$ cat config.mk
export PLATFORM = sky130hd
export DESIGN_NAME = staggered_slice_adder
export DESIGN_NICKNAME = d
export VERILOG_FILES = /design/src/rtl/staggered_slice_adder.sv
export SDC_FILE = /design/constraint.sdc
export NUM_CORES = 1
export LEC_CHECK = 0
export CORE_MARGIN = 5
export CORE_UTILIZATION = 35
export DETAILED_ROUTE_END_ITERATION = 10
export DONT_BUFFER_PORTS = 1
export GPL_ROUTABILITY_DRIVEN = 0
export HOLD_SLACK_MARGIN = 0.03
export PLACE_DENSITY = 0.58
export SYNTH_ARGS = -nofsm -noshare
export SYNTH_HDL_FRONTEND = slang
export SYNTH_SLANG_ARGS = --single-unit
$ cat constraint.sdc
create_clock -name clk -period 7.4 [get_ports clk]
set_clock_uncertainty 0.05 [all_clocks]
set_input_delay 2.22 -clock clk [delete_from_list [all_inputs] [get_ports clk]]
set_output_delay 2.22 -clock clk [all_outputs]
set_load 0.01 [all_outputs]
$ cat src/rtl/staggered_slice_adder.sv
module staggered_slice_adder #(
  parameter int W = 64,
  parameter int N = 4
) (
  input  logic         clk,
  input  logic         rst_n,
  input  logic         in_valid,
  input  logic [W-1:0] in_a,
  input  logic [W-1:0] in_b,
  input  logic         in_fwd_a,
  input  logic         in_fwd_b,
  output logic         out_valid,
  output logic [W-1:0] out_sum
);
  localparam int SW = W / N;

  // stage registers, index k holds the op that has finished slice k-1
  logic         v_q  [1:N];
  logic         fa_q [1:N];
  logic         fb_q [1:N];
  logic         c_q  [1:N];
  logic [W-1:0] a_q  [1:N];
  logic [W-1:0] b_q  [1:N];
  logic [W-1:0] s_q  [1:N];

  // inputs seen by each stage's slice adder
  logic         src_v  [0:N-1];
  logic         src_fa [0:N-1];
  logic         src_fb [0:N-1];
  logic         src_c  [0:N-1];
  logic [W-1:0] src_a  [0:N-1];
  logic [W-1:0] src_b  [0:N-1];
  logic [W-1:0] src_s  [0:N-1];
  logic         nxt_c  [0:N-1];
  logic [W-1:0] nxt_s  [0:N-1];

  always_comb begin
    src_v[0]  = in_valid;
    src_fa[0] = in_fwd_a;
    src_fb[0] = in_fwd_b;
    src_c[0]  = 1'b0;
    src_a[0]  = in_a;
    src_b[0]  = in_b;
    src_s[0]  = '0;
    for (int k = 1; k < N; k++) begin
      src_v[k]  = v_q[k];
      src_fa[k] = fa_q[k];
      src_fb[k] = fb_q[k];
      src_c[k]  = c_q[k];
      src_a[k]  = a_q[k];
      src_b[k]  = b_q[k];
      src_s[k]  = s_q[k];
    end
  end

  // slice k of a forwarded operand comes from the producer one stage ahead
  always_comb begin
    logic [SW-1:0] opa, opb, sl;
    for (int k = 0; k < N; k++) begin
      opa = src_fa[k] ? s_q[k+1][k*SW +: SW] : src_a[k][k*SW +: SW];
      opb = src_fb[k] ? s_q[k+1][k*SW +: SW] : src_b[k][k*SW +: SW];
      {nxt_c[k], sl} = {1'b0, opa} + {1'b0, opb} + (SW+1)'(src_c[k]);
      nxt_s[k] = src_s[k];
      nxt_s[k][k*SW +: SW] = sl;
    end
  end

  always_ff @(posedge clk) begin
    if (!rst_n) begin
      for (int k = 1; k <= N; k++) begin
        v_q[k]  <= 1'b0;
        fa_q[k] <= 1'b0;
        fb_q[k] <= 1'b0;
        c_q[k]  <= 1'b0;
        a_q[k]  <= '0;
        b_q[k]  <= '0;
        s_q[k]  <= '0;
      end
    end else begin
      for (int k = 0; k < N; k++) begin
        v_q[k+1] <= src_v[k];
        if (src_v[k]) begin
          fa_q[k+1] <= src_fa[k];
          fb_q[k+1] <= src_fb[k];
          c_q[k+1]  <= nxt_c[k];
          a_q[k+1]  <= src_a[k];
          b_q[k+1]  <= src_b[k];
          s_q[k+1]  <= nxt_s[k];
        end
      end
    end
  end

  assign out_valid = v_q[N];
  assign out_sum   = s_q[N];

  assert_latency_R3: assert property (@(posedge clk) disable iff (!rst_n)
    in_valid |-> ##N out_valid);

  assert_bubble_R8: assert property (@(posedge clk) disable iff (!rst_n)
    !in_valid |-> ##N !out_valid);

  assert_hold_R8: assert property (@(posedge clk) disable iff (!rst_n)
    !out_valid |-> $stable(out_sum));

  assert_fwd_src_R9: assert property (@(posedge clk) disable iff (!rst_n)
    (in_valid && (in_fwd_a || in_fwd_b)) |-> v_q[1]);

  assert_chain_R5: assert property (@(posedge clk) disable iff (!rst_n)
    (v_q[N] && fa_q[N] && !fb_q[N]) |-> (s_q[N] == $past(s_q[N]) + b_q[N]));
endmodule

Word-level counts from Yosys, hierarchy flattened
Memory sizes are Yosys's and may differ from the RTL's.
Index checks and enable logic that the tools add are counted.
- bitwise logic cells: 28
- multiplexer cells: 50
- add/subtract/negate cells: 7
- operators by type and width (cell ; count):
    two-way mux 64 bit ; 12
    two-way mux 16 bit ; 8
    adder 16 x 16 -> 17 bit ; 4
    adder 17 x 1 -> 17 bit ; 3
    two-way mux 1 bit ; 30
    bitwise OR 1 bit ; 28
- bits in writable memories: 784
- input bits: 133
- word-level logic and storage cells: 92
- output and inout bits: 65
- memories: 7
- register bits: 0
- memories (memory ; words ; bits a word ; read ports ; clocked after Yosys merged registers in ; write ports ; RTL line ; text):
    a_q ; 4 ; 64 ; 3 ; 0 ; 4 ; 22 ; logic [W-1:0] a_q [1:N];
    b_q ; 4 ; 64 ; 3 ; 0 ; 4 ; 23 ; logic [W-1:0] b_q [1:N];
    s_q ; 4 ; 64 ; 4 ; 0 ; 4 ; 24 ; logic [W-1:0] s_q [1:N];
    c_q ; 4 ; 1 ; 3 ; 0 ; 4 ; 21 ; logic c_q [1:N];
    fa_q ; 4 ; 1 ; 3 ; 0 ; 4 ; 19 ; logic fa_q [1:N];
    fb_q ; 4 ; 1 ; 3 ; 0 ; 4 ; 20 ; logic fb_q [1:N];
    1 more memories ; n/a ; n/a ; n/a ; n/a ; n/a ; n/a ;

Logic depth before layout (Yosys ltp)
An unclocked memory read counts as a cell.
- depth in word-level cells: 5
- depth in mapped cells: 11
- mapped depth without buffers: 10

Least setup slack after synthesis
Ideal clock, no wire load.
- path type: input -> register
- start: input port in_valid
- end: register, netlist name a_q[0][100]
- stages: 2
- setup time: 494 ps
- buffers on the path: 1
- data arrival time: 5279 ps
- data required time: 6856 ps
- slack: 1577 ps
- cells stage by stage: clkbuf_1 -> nand2b_1
- RTL lines (item ; RTL line ; text):
    start: declaration ; 7 ; input logic in_valid,

==> impl_metrics.json <==
{
  "run_status": "complete, no violations",
  "totalNegativeSetupSlack_ns": 0,
  "critical_path.cell_chain": "mux2_2, ha_1, fa_1, a211oi_1, o21bai_1, a21oi_1, o21ai_0, a31oi_1, mux2i_1",
  "final_core_util_pct": 39.5,
  "drcViolationCount": 0,
  "synth.yosys.warnings": 0,
  "vias_in_the_first_global_route": 10900,
  "nets": 1526,
  "resized_gates_after_cts": 0,
  "post_cts.repair.setup_buffers": 0,
  "firstDrtPassIters": 5,
  "horizontal_extent_of_the_die_um": 236,
  "crit_required_ns": 7.76,
  "critical_path.slowest_cell": "fa_1",
  "critPathMaxStageDelay_ns": 0.50,
  "layout_worst_path_cycle_share_pct": 59.8,
  "wl_per_cell_um": 20.8,
  "initial_core_util_pct": 35.5,
  "crit_buf_inv": 0,
  "timing.final.max_slew_violations": 0,
  "crit_type": "in2reg",
  "fin_total_pwr_mw": 5.20,
  "synth_seq_cells": 365,
  "vias": 10600,
  "cts.clk_slew.worst_paths_ns": 0.06,
  "multi_input_comb_area_um2": 6500,
  "num_rows": 82,
  "antenna_found_initial": 3,
  "power.density_cell_area_nw_per_um2": 262,
  "synth_async_sr_flop_share_pct": 0,
  "buffer_ports.inserted": 0,
  "crit_fanout": 17,
  "fp.dieArea_um2": 55600,
  "irDropWorstVdd_uv": 132,
  "postSynthNetCount": 1565,
  "drt_iter0_markers": 648,
  "clock_tree_from_tritoncts": "yes",
  "drv.max_cap_violation_count": 0,
  "cts_max_path_buffers": 3,
  "cts_root_buf": "clkbuf_16",
  "critical_path_arrival_ns": 4.78,
  "grt_start_max_net_pins": 308,
  "worst_setup_path_end_kind": "flop",
  "holdBufCountCts": 0,
  "grt-ovfl-total": 0,
  "floorplan.io_pins": 198,
  "hp-class": "reg2reg",
  "grtUsageTotal_pct": 14.8,
  "finalCriticalPeriod_ns": 4.42,
  "sequential_cell_area_um2": 10900,
  "syn-mean-instance-area_um2": 13.1,
  "cts.htree.levels": 2,
  "area_growth_syn_to_layout_pct": 11.5,
  "synth_seq_area_share_pct": 61.2,
  "synth_area_um2": 17800,
  "p_leak_nw": 8.53,
  "n_fill_cell": 4712,
  "startpoint_type": "primary input",
  "timing.critical_path.max_delay_family": "compound AO/OA/AOI/OAI gates",
  "ys.flop_type": "edfxtp_1",
  "synth_enable_flop_cells": 361,
  "netlist_instances": 1365,
  "finalSetupViolCount": 0,
  "wirelength_um": 42200,
  "residual_antenna_violating_net_count_after_detailed_routing": 0,
  "avgViaCountPerCell": 5.19,
  "clk-insertion-delay-late_ns": 0.56,
  "final_hpwl_from_detailed_placement_um": 26700,
  "peak_clock_frequency_supported_by_timing_mhz": 226,
  "placeableCoreArea_um2": 50300,
  "cts_made_buffers": 43,
  "worst_slew_margin_rel_pct": 27.7,
  "rsz0062_at_grt": "false",
  "grt_first_pass_wirelength_um": 65200,
  "drive_above_1_share_pct": 15.9,
  "clock_sink_count": 365,
  "timing_worst_slew_pin_value_ns": 1.08,
  "netlist-cell-type-count": 57,
  "timing.final.hold_violations": 0,
  "fp.dieH_um": 236
}
[report_power, final]
part	internal [mW]	total [mW]	leakage, nW	switching, mW
Clock	1.31	2.18	0.714	0.875
Combinational	0.233	0.535	3.90	0.302
Sequential	2.42	2.49	3.91	0.0731
[cell type report]
type / instances / share of cell area [%]
Sequential cell: 365 / 54.9
Clock buffer: 49 / 5.63
Timing Repair Buffer: 8 / 0.302
Inverter: 25 / 0.472
Clock inverter: 30 / 1.69
Tap cell: 672 / 4.23
Multi-Input combinational cell: 883 / 32.7
Antenna cell: 2 / 0.0252
[cells in the mapped netlist (all sizes together) (3+ instances only)]
cell / count / area share, %
a211oi: 13 / 0.55
a21o: 13 / 0.55
a21oi: 45 / 1.3
a31oi: 7 / 0.25
and3: 309 / 11
buf: 3 / 0.063
clkbuf: 89 / 1.9
dfxtp: 4 / 0.45
edfxtp: 361 / 61
fa: 7 / 0.79
ha: 60 / 4.2
inv: 25 / 0.53
mux2: 120 / 7.6
mux2i: 13 / 0.73
nand2: 44 / 0.93
nand2b: 16 / 0.56
nand3: 10 / 0.28
nand4: 4 / 0.14
nor2: 62 / 1.3
nor2b: 10 / 0.35
nor3: 15 / 0.42
o211ai: 3 / 0.13
o21a: 9 / 0.39
o21ai: 44 / 1.2
o21bai: 4 / 0.17
o31a: 3 / 0.15
o31ai: 3 / 0.15
xnor2: 26 / 1.3
xor2: 10 / 0.49
[stage by stage]
stage               cell area (µm²)  hold WS [ns]  setup WS [ns]  instances
CTS                           19900         0.492           3.05       2032
global route                  19900         0.516           2.89       2033
detailed placement            18400         0.492           2.44       1953
finish                        19900         0.501           2.98       2034
floorplan                     17800         0.485           1.58       1365
global placement              18400         0.488           2.55       1953
[worst paths after layout]
check / slack, ns / end / startpoint / cells past startpoint
max: 2.98 / s_q[0][78] / in_fwd_b / 9
min: 0.50 / a_q[0][189] / a_q[0][125] / 1
max reg2reg: 3.65 / s_q[0][319] / fb_q[0][3] / 8
min reg2reg: 0.50 / a_q[0][189] / a_q[0][125] / 1
[logic make-up after synthesis]
group,Yosys count,synth area share (%)
AND/OR/NAND/NOR,479,15.2
flip-flops,365,61.2
AO/OA/AOI/OAI,168,6.04
multiplexers,133,8.31
buffers and inverters,117,2.46
adder cells (fa/ha/maj),67,5.00
XOR/XNOR,36,1.77
[layer usage]
| layer | up-vias | GRT usage (%) | part of all wire, % |
|---|---|---|---|
| li1 | 5107 | - | - |
| met1 | 5159 | 20.3 | 47 |
| met2 | 232 | 24.0 | 47 |
| met3 | 64 | 3.06 | 4.2 |
| met4 | 0 | 4.10 | 2.3 |
| met5 | - | 0 | 0 |
[worst reg2reg max path, stage by stage, from the launching register on]
cell,delay (ns)
edfxtp_1,0.98
mux2_2,0.44
fa_1,0.41
a21oi_1,0.25
a2bb2oi_1,0.33
o21ai_0,0.24
a221oi_1,0.54
xor2_1,0.19
nor2_1,0.05
[state kept, by name, indices dropped and copies added, names as in the netlist]
register / flops
b_q: 96
c_q: 3
a_q: 96
fa_q: 3
fb_q: 3
v_q: 4
s_q: 160
[cells in the final DEF (no fill, tap or decap), types with 8 or more instances in the layout]
| cell type | n |
|---|---|
| mux2i_1 | 13 |
| mux2_2 | 120 |
| o21a_1 | 8 |
| nand2_1 | 44 |
| and3_1 | 309 |
| a211oi_1 | 13 |
| nor3_1 | 15 |
| nor2_1 | 62 |
| inv_1 | 25 |
| edfxtp_1 | 361 |
| clkbuf_16 | 44 |
| buf_4 | 8 |
| o21ai_0 | 43 |
| ha_1 | 60 |
| nand2b_1 | 12 |
| a21oi_1 | 44 |
| clkinv_2 | 14 |
| xnor2_1 | 26 |
| nand3_1 | 10 |
| xor2_1 | 10 |
| nor2b_1 | 10 |
| a21o_1 | 13 |
Note: power is estimated with default switching activity, not from simulation.
